==> config.mk <==
export PLATFORM = sky130hd
export DESIGN_NAME = led_encoder
export DESIGN_NICKNAME = d
export VERILOG_FILES = /design/src/rtl/led_enc_pkg.sv /design/src/rtl/led_cell_timer.sv /design/src/rtl/led_bit_shifter.sv /design/src/rtl/led_frame_ctrl.sv /design/src/rtl/led_encoder.sv
export SDC_FILE = /design/constraint.sdc
export NUM_CORES = 1
export LEC_CHECK = 0
export BUFFER_PORTS_ARGS = -buffer_cell sky130_fd_sc_hd__buf_2
export CORE_UTILIZATION = 38
export CTS_CLUSTER_SIZE = 14
export DETAILED_ROUTE_END_ITERATION = 10
export GPL_TIMING_DRIVEN = 0
export PLACE_DENSITY = 0.54
export SLEW_MARGIN = 40
export SYNTH_ARGS = -nofsm -noshare
export SYNTH_HDL_FRONTEND = slang
export SYNTH_SLANG_ARGS = --single-unit
==> constraint.sdc <==
create_clock -name clk -period 2.9 [get_ports clk]
set_clock_uncertainty 0.2 [all_clocks]
set_input_delay 0.58 -clock clk [delete_from_list [all_inputs] [get_ports clk]]
set_output_delay 0.58 -clock clk [all_outputs]
set_load 0.05 [all_outputs]
==> src/rtl/led_enc_pkg.sv <==
package led_enc_pkg;

    localparam int unsigned BYTE_W = 8;

    typedef enum logic [1:0] {
        ST_IDLE  = 2'd0,
        ST_SEND  = 2'd1,
        ST_LATCH = 2'd2,
        ST_DONE  = 2'd3
    } enc_state_t;

    typedef struct packed {
        logic [BYTE_W-1:0] data;
        logic              full;
    } byte_slot_t;

    // high-phase length of a cell for the given bit value
    function automatic int unsigned hi_clks(input logic bit_val,
                                            input int unsigned zero_hi,
                                            input int unsigned one_hi);
        return bit_val ? one_hi : zero_hi;
    endfunction

endpackage

==> src/rtl/led_cell_timer.sv <==
module led_cell_timer
    import led_enc_pkg::*;
#(
    parameter int unsigned CELL_CLKS = 20,
    parameter int unsigned ZERO_HI   = 6,
    parameter int unsigned ONE_HI    = 13
) (
    input  logic clk,
    input  logic rst,
    input  logic run,
    input  logic bit_val,
    output logic cell_end,
    output logic line_hi
);
    localparam int unsigned CNT_W = $clog2(CELL_CLKS);
    localparam logic [CNT_W-1:0] CNT_LAST = CNT_W'(CELL_CLKS - 1);
    localparam logic [CNT_W-1:0] ZERO_LEN = CNT_W'(ZERO_HI);
    localparam logic [CNT_W-1:0] ONE_LEN  = CNT_W'(ONE_HI);

    logic [CNT_W-1:0] cnt_q;
    logic [CNT_W-1:0] hi_len;

    always_comb begin
        hi_len = CNT_W'(hi_clks(bit_val, int'(ZERO_LEN), int'(ONE_LEN)));
    end

    assign cell_end = run && (cnt_q == CNT_LAST);
    assign line_hi  = run && (cnt_q < hi_len);

    always_ff @(posedge clk) begin
        if (rst || !run || cell_end) begin
            cnt_q <= '0;
        end else begin
            cnt_q <= cnt_q + 1'b1;
        end
    end
endmodule

==> src/rtl/led_bit_shifter.sv <==
module led_bit_shifter
    import led_enc_pkg::*;
(
    input  logic              clk,
    input  logic              rst,
    input  logic              load_first,
    input  logic              push,
    input  logic [BYTE_W-1:0] push_data,
    input  logic              cell_end,
    output logic              cur_bit,
    output logic              last_bit,
    output logic              slot_full,
    output logic              more_data
);
    localparam int unsigned IDX_W = $clog2(BYTE_W);
    localparam logic [IDX_W-1:0] IDX_TOP = IDX_W'(BYTE_W - 1);

    logic [BYTE_W-1:0] shift_q;
    logic [IDX_W-1:0]  idx_q;
    byte_slot_t        slot_q;

    assign cur_bit   = shift_q[BYTE_W-1];
    assign last_bit  = (idx_q == '0);
    assign slot_full = slot_q.full;
    // a byte is available to follow the current one
    assign more_data = slot_q.full || push;

    always_ff @(posedge clk) begin
        if (rst) begin
            shift_q <= '0;
            idx_q   <= '0;
            slot_q  <= '{data: '0, full: 1'b0};
        end else if (load_first) begin
            shift_q <= push_data;
            idx_q   <= IDX_TOP;
        end else begin
            if (cell_end && !last_bit) begin
                shift_q <= shift_q << 1;
                idx_q   <= idx_q - 1'b1;
            end else if (cell_end && slot_q.full) begin
                shift_q     <= slot_q.data;
                idx_q       <= IDX_TOP;
                slot_q.full <= 1'b0;
            end else if (cell_end && push) begin
                // byte arrives in the very cycle the slot would be read
                shift_q <= push_data;
                idx_q   <= IDX_TOP;
            end
            if (push && !(cell_end && last_bit)) begin
                slot_q <= '{data: push_data, full: 1'b1};
            end
        end
    end
endmodule

==> src/rtl/led_frame_ctrl.sv <==
module led_frame_ctrl
    import led_enc_pkg::*;
#(
    parameter int unsigned LATCH_CLKS = 800
) (
    input  logic       clk,
    input  logic       rst,
    input  logic       start,
    input  logic       frame_end,
    output enc_state_t state
);
    localparam int unsigned LAT_W = $clog2(LATCH_CLKS);
    localparam logic [LAT_W-1:0] LAT_LAST = LAT_W'(LATCH_CLKS - 1);

    enc_state_t       state_q;
    logic [LAT_W-1:0] lat_q;

    assign state = state_q;

    always_ff @(posedge clk) begin
        if (rst) begin
            state_q <= ST_IDLE;
            lat_q   <= '0;
        end else begin
            unique case (state_q)
                ST_IDLE: if (start) state_q <= ST_SEND;
                ST_SEND: if (frame_end) begin
                    state_q <= ST_LATCH;
                    lat_q   <= '0;
                end
                ST_LATCH: begin
                    if (lat_q == LAT_LAST) state_q <= ST_DONE;
                    else                   lat_q   <= lat_q + 1'b1;
                end
                ST_DONE: state_q <= ST_IDLE;
                default: state_q <= ST_IDLE;
            endcase
        end
    end
endmodule

==> src/rtl/led_encoder.sv <==
module led_encoder
    import led_enc_pkg::*;
#(
    parameter int unsigned CELL_CLKS  = 20,
    parameter int unsigned ZERO_HI    = 6,
    parameter int unsigned ONE_HI     = 13,
    parameter int unsigned LATCH_CLKS = 800
) (
    input  logic       clk,
    input  logic       rst,
    input  logic [7:0] in_data,
    input  logic       in_valid,
    output logic       in_ready,
    output logic       led_out,
    output logic       frame_done
);
    enc_state_t state;
    logic       sending, accept, load_first, push;
    logic       cell_end, line_hi, cur_bit, last_bit, slot_full, more_data;
    logic       frame_end;

    assign sending    = (state == ST_SEND);
    assign in_ready   = (state == ST_IDLE) || (sending && !slot_full);
    assign accept     = in_valid && in_ready;
    assign load_first = accept && (state == ST_IDLE);
    assign push       = accept && sending;
    assign frame_end  = cell_end && last_bit && !more_data;
    assign led_out    = line_hi;
    assign frame_done = (state == ST_DONE);

    led_frame_ctrl #(.LATCH_CLKS(LATCH_CLKS)) u_ctrl (
        .clk(clk), .rst(rst), .start(load_first),
        .frame_end(frame_end), .state(state)
    );

    led_cell_timer #(.CELL_CLKS(CELL_CLKS), .ZERO_HI(ZERO_HI), .ONE_HI(ONE_HI)) u_timer (
        .clk(clk), .rst(rst), .run(sending), .bit_val(cur_bit),
        .cell_end(cell_end), .line_hi(line_hi)
    );

    led_bit_shifter u_shift (
        .clk(clk), .rst(rst), .load_first(load_first), .push(push),
        .push_data(in_data), .cell_end(cell_end), .cur_bit(cur_bit),
        .last_bit(last_bit), .slot_full(slot_full), .more_data(more_data)
    );
endmodule

---- After elaboration in Yosys (flattened, before gate mapping) ----
Index checks and enable logic that the tools add are counted.
word-level totals
  flip-flop bits (word level) ............. 37
  bits of input ports ..................... 11
  output and inout bits ................... 3
  logic and storage cells ................. 71
cells by class
  add/sub/neg operators ................... 3
  $lt $le $gt $ge ......................... 1
  eq/ne operators ......................... 10
  mux-type cells .......................... 19
  bitwise logic cells ..................... 1
  reduce and logical (&&, ||, !) cells .... 30
operator list
  operator                                                                  number
  8-bit 2-to-1 mux                                                          4
  10-bit 2-to-1 mux                                                         2
  10-bit case mux with 2 select lines                                       1
  1-bit logical AND                                                         12
  3-bit 2-to-1 mux                                                          4
  10-bit by 1-bit adder with 10-bit output (second input constant)          1
  10-bit equality test (second input constant)                              1
  3-bit AND reduction                                                       3
  2-bit case mux with 4 select lines                                        1
  2-bit 2-to-1 mux                                                          3
  2-bit inequality test (second input constant)                             3
  5-bit by 1-bit adder with 5-bit output (second input constant)            1
  5-bit equality test (second input constant)                               1
  1-bit logical NOT                                                         5
  5-bit < comparator                                                        1
  2-bit equality test (second input constant)                               2
  1-bit logical OR                                                          4
  4-bit 2-to-1 mux                                                          1
  2-bit by 1-bit inequality test with 1-bit output (second input constant)  2
  2-bit nonzero test                                                        2
  4-bit nonzero test                                                        1
  3-bit logical NOT                                                         1
  1-bit 2-to-1 mux                                                          3
  3-bit by 1-bit subtractor with 3-bit output (second input constant)       1
  other kinds (4)                                                           4

---- Logic depth before layout (Yosys ltp) ----
  word-level depth ........................ 10
  gate-level depth with buffers ........... 8
  mapped depth without buffers ............ 7

---- Modules after synthesis ----
Synthesis repeated with hierarchy kept, for this count alone.
unflattened totals
  cell total of the unflattened synthesis .. 247
  area, all modules ....................... 2093.3 um^2
by module, submodules not included
  module           times used  cells each  area an instance (um^2)  seq. area each (um^2)
  led_bit_shifter  1           125         1026.0                   400.4
  led_frame_ctrl   1           89          758.2                    240.2
  led_cell_timer   1           27          259.0                    100.1
  led_encoder      1           6           50.0                     0.0

---- Least setup slack after synthesis ----
Ideal clock, no wire load.
  kind .................................... register to output
  from .................................... register u_ctrl.state_q[1], in the netlist u_ctrl.state[1]
  to ...................................... output port led_out
  arrival time ............................ 2277 ps
  required time ........................... 2120 ps
  setup slack ............................. -157 ps
  cell stages (with the launch flop) ...... 5
  buffers on the path ..................... 0
  cells stage by stage .................... dfxtp_1 > inv_1 > ha_1 > inv_1 > nor4_1
on the way
  word-level cells in the longest chain between the ends .. 2
ends and longest elaborated chain
  what                                            RTL line              RTL
  from (decl)                                     led_frame_ctrl.sv:15  enc_state_t state_q;
  from (signal assigned)                          led_frame_ctrl.sv:22  state_q <= ST_IDLE;
  from (signal assigned)                          led_frame_ctrl.sv:26  ST_IDLE: if (start) state_q <= ST_SEND;
  from (signal assigned)                          led_frame_ctrl.sv:28  state_q <= ST_LATCH;
  2-bit by 1-bit equality test with 1-bit output  led_encoder.sv:22     assign sending = (state == ST_SEND);
  1-bit logical AND                               led_cell_timer.sv:28  assign line_hi = run && (cnt_q < hi_len);
  to (decl)                                       led_encoder.sv:14     output logic led_out,
No other way between the ends.

---- Worst setup path in the final report ----
Same ends and word-level chain as after synthesis.

==> results by group <==
Critical path
  • WS Path Type: register to output pin
  • Critical Path End Type: output pin
  • End of the worst register-to-register path: u_ctrl.lat_q[7]
  • Worst path arrival time: 1790 ps
  • R2R setup slack: 560 ps
  • Worst Path Max Fanout: 7
  • WP data required: 2120 ps
  • Setup crit start kind: register
  • FF-to-FF path depth: 7
  • Reg2reg start: u_shift.idx_q[0]

GRT
  • Gr ovfl total: 0
  • Vias in the first global route: 1625
  • Number of antenna violations at the first check in global routing: 0
  • GRT Overall Usage: 17.09%
  • Largest net degree at the start of global routing: 13
  • First-pass GRT wire length: 7.300 mm

STA
  • Fin Setup TNS: 0 ps
  • Final hold vios: 0
  • RSZ-0062 raised after global routing: false
  • Worst setup margin: 329.7 ps
  • Final Max Slew Viols: 0
  • Fin crit share: 88.63%
  • Final min period: 2570 ps
  • Worst relative slew slack: 68.81%
  • Endpoints failing setup: 0
  • Achievable Freq: 0.3891 GHz
  • Worst-margin pin slew: 467.9 ps

Logic synthesis
  • EDFF count, synth: 0
  • Fraction of the yosys area taken by sequential cells: 36.48%
  • Yosys synthesis warning count: 0
  • Top-count cell post-synth: dfxtp_1
  • Mapped Nets: 255
  • Cells after Synth: 233
  • Post-synth cell types: 52
  • Synth Register Bits: 37
  • Top post-synthesis cells by area: dfxtp_1 36%, ha_1 6.8%, nor2_1 5.0%
  • Synth area leader: dfxtp_1
  • Ys flop type: dfxtp_1
  • Mapped Avg Cell Area: 8.715 um2
  • Async SR Flop Fraction: 0%
  • Synth top area share: 36.48%
  • Area of the mapped netlist: 0.002031 mm2
  • Post-synth top cells: 37 x dfxtp_1, 27 x nor2_1, 19 x nand2_1, 18 x inv_1, 16 x a21oi_1

Final layout
  • Share of layout cells above drive strength 1: 14.62%
  • Fin util: 45.11%
  • Syn-to-layout area delta: 14.17%
  • Final cell count without fillers: 323
  • Nets@finish: 274
  • # diodes: 0
  • Fill cells: 560

Drt
  • Drt wl/cell: 13.32 um
  • Antenna Nets Post-Route: 0
  • Initial drt markers: 86
  • Vias: 1724
  • DRC: 0
  • Via density: 5.337
  • Drt first pass iters: 4
  • Final wirelength: 4.301 mm

Power and ir drop
  • Leak: 0.0008553 uW
  • VDD IR-drop max: 0.4401 mV
  • Total Power: 1907 uW
  • Power per standard cell area: 822.7 mW/mm2

Floorplan
  • Starting density of the core: 39.51%
  • Die area: 0.005640 mm2
  • Die X: 75.10 um
  • Die Height: 75.10 um
  • Core box area: 0.005140 mm2
  • Num ports: 14
  • Num rows: 26

Place
  • Placer congestion estimate: 0.7786
  • DP Worst Slack: 537.3 ps
  • HPWL after DPL: 3.143 mm
  • Cells after DPL: 315
  • Input/output buffers: 12

Clock tree
  • # resized after CTS: 0
  • CTS clk-pin slew, worst paths: 70 ps
  • Number of buffers inserted by hold repair at cts: 0
  • CTS tree: yes
  • CTS root buffer: clkbuf_8
  • Clock Tree Buf Depth: 2
  • Clock latency at the later pin of the worst-skew pair: 280 ps
  • Post-CTS Setup Inserts: 0
  • H-tree Lvls: 2
  • CTS buffer count: 5
  • CTS Sinks: 37

Status
  • Status: completed

Hold path
  • Worst min-delay path category: register to register
  • Hold path start: u_timer.cnt_q[0]
  • Worst Hold Depth: 1
  • Worst Hold Path EP: u_timer.cnt_q[0]

Run
  • Max cap viols: 0
## layout by cell type (no fill, tap or decap), drive strengths merged, types with 2 or more instances in the layout
cell type,n
nor4,2
a211oi,3
nor2,27
and4bb,2
o32ai,5
nor3b,2
o21ai,6
and4,2
a221oi,2
a21oi,17
mux2i,9
nor2b,2
xor2,2
nand4,2
bufinv,2
clkbuf,9
nand3,11
ha,11
mux2,2
dfxtp,37
nand2,19
nand3b,2
inv,18
a2111oi,2
buf,20
or4,6
o31ai,5
o22a,5
nand2b,2
## per-layer routing
| metal | global-route usage [%] | part of all wire, % | routed length [um] |
|---|---|---|---|
| met3 | 3.614 | 3.3 | 140 |
| met2 | 29.33 | 46 | 1983 |
| met4 | 5.241 | 0.98 | 42 |
| met1 | 21.45 | 50 | 2135 |
| met5 | 0 | 0 | 0 |
## cells by family (layout without fill, tap and decap cells)
family,Yosys count,after routing,share of synthesized area (%)
buffers and inverters,30,50,6.962
muxes,11,11,5.730
DFF,37,37,36.48
AOI/OAI and AO/OA,56,56,20.21
adders and majority gates,11,11,6.777
and+or+nand+nor,85,85,22.55
xor gates and xnor gates,3,3,1.294
## report_power, final
group | internal, uW | switching [uW] | total, uW | leakage (uW)
Combinational | 278 | 484 | 762 | 0.000486
Sequential | 576 | 41.8 | 618 | 0.000301
Clock | 342 | 186 | 527 | 0.0000681
Total | 1200 | 711 | 1910 | 0.000855
## stage by stage
step	instance area, um2	hold WS [ps]
final	2318	263.3
after global placement	2185	250.0
after floorplan	2037	226.9
after CTS	2318	268.4
after detailed placement	2185	251.0
after global routing	2318	282.8
## registers in the layout (all words and copies together), names as in the netlist
name	flops
u_shift.shift_q	8
u_ctrl.state	2
u_shift.slot_full	1
u_ctrl.lat_q	10
u_timer.cnt_q	5
u_shift.idx_q	3
u_shift.slot_q	8
## worst max path at each step
| stage | start | end | cells after the start |
|---|---|---|---|
| 2_1_floorplan | u_ctrl.state[1] | led_out | 4 |
| 3_3_place_gp | u_shift.idx_q[0] | u_ctrl.lat_q[9] | 8 |
| 3_5_place_dp | u_shift.idx_q[0] | u_ctrl.lat_q[7] | 7 |
| 4_1_cts | u_ctrl.state[1] | led_out | 5 |
| 5_1_grt | u_ctrl.state[1] | led_out | 5 |
| 6_report | u_ctrl.state[1] | led_out | 5 |
## critical path, stage by stage, from the launching register on
cell and delay (ps):
dfxtp_1 340, inv_1 100, ha_1 320, inv_1 150
nor4_2 290, buf_2 310
## cell type report
type / instances / area, um2 / share of cell area [%]
Inverter: 18 / 67.56 / 2.914
Buffer: 12 / 73.82 / 3.184
Multi-Input combinational cell: 166 / 1155 / 49.81
Timing Repair Buffer: 12 / 60.06 / 2.590
Tap cell: 70 / 87.58 / 3.778
Sequential cell: 37 / 740.7 / 31.95
Clock inverter: 3 / 65.06 / 2.806
Clock buffer: 5 / 68.82 / 2.968
Note: power is estimated with default switching activity, not from simulation.
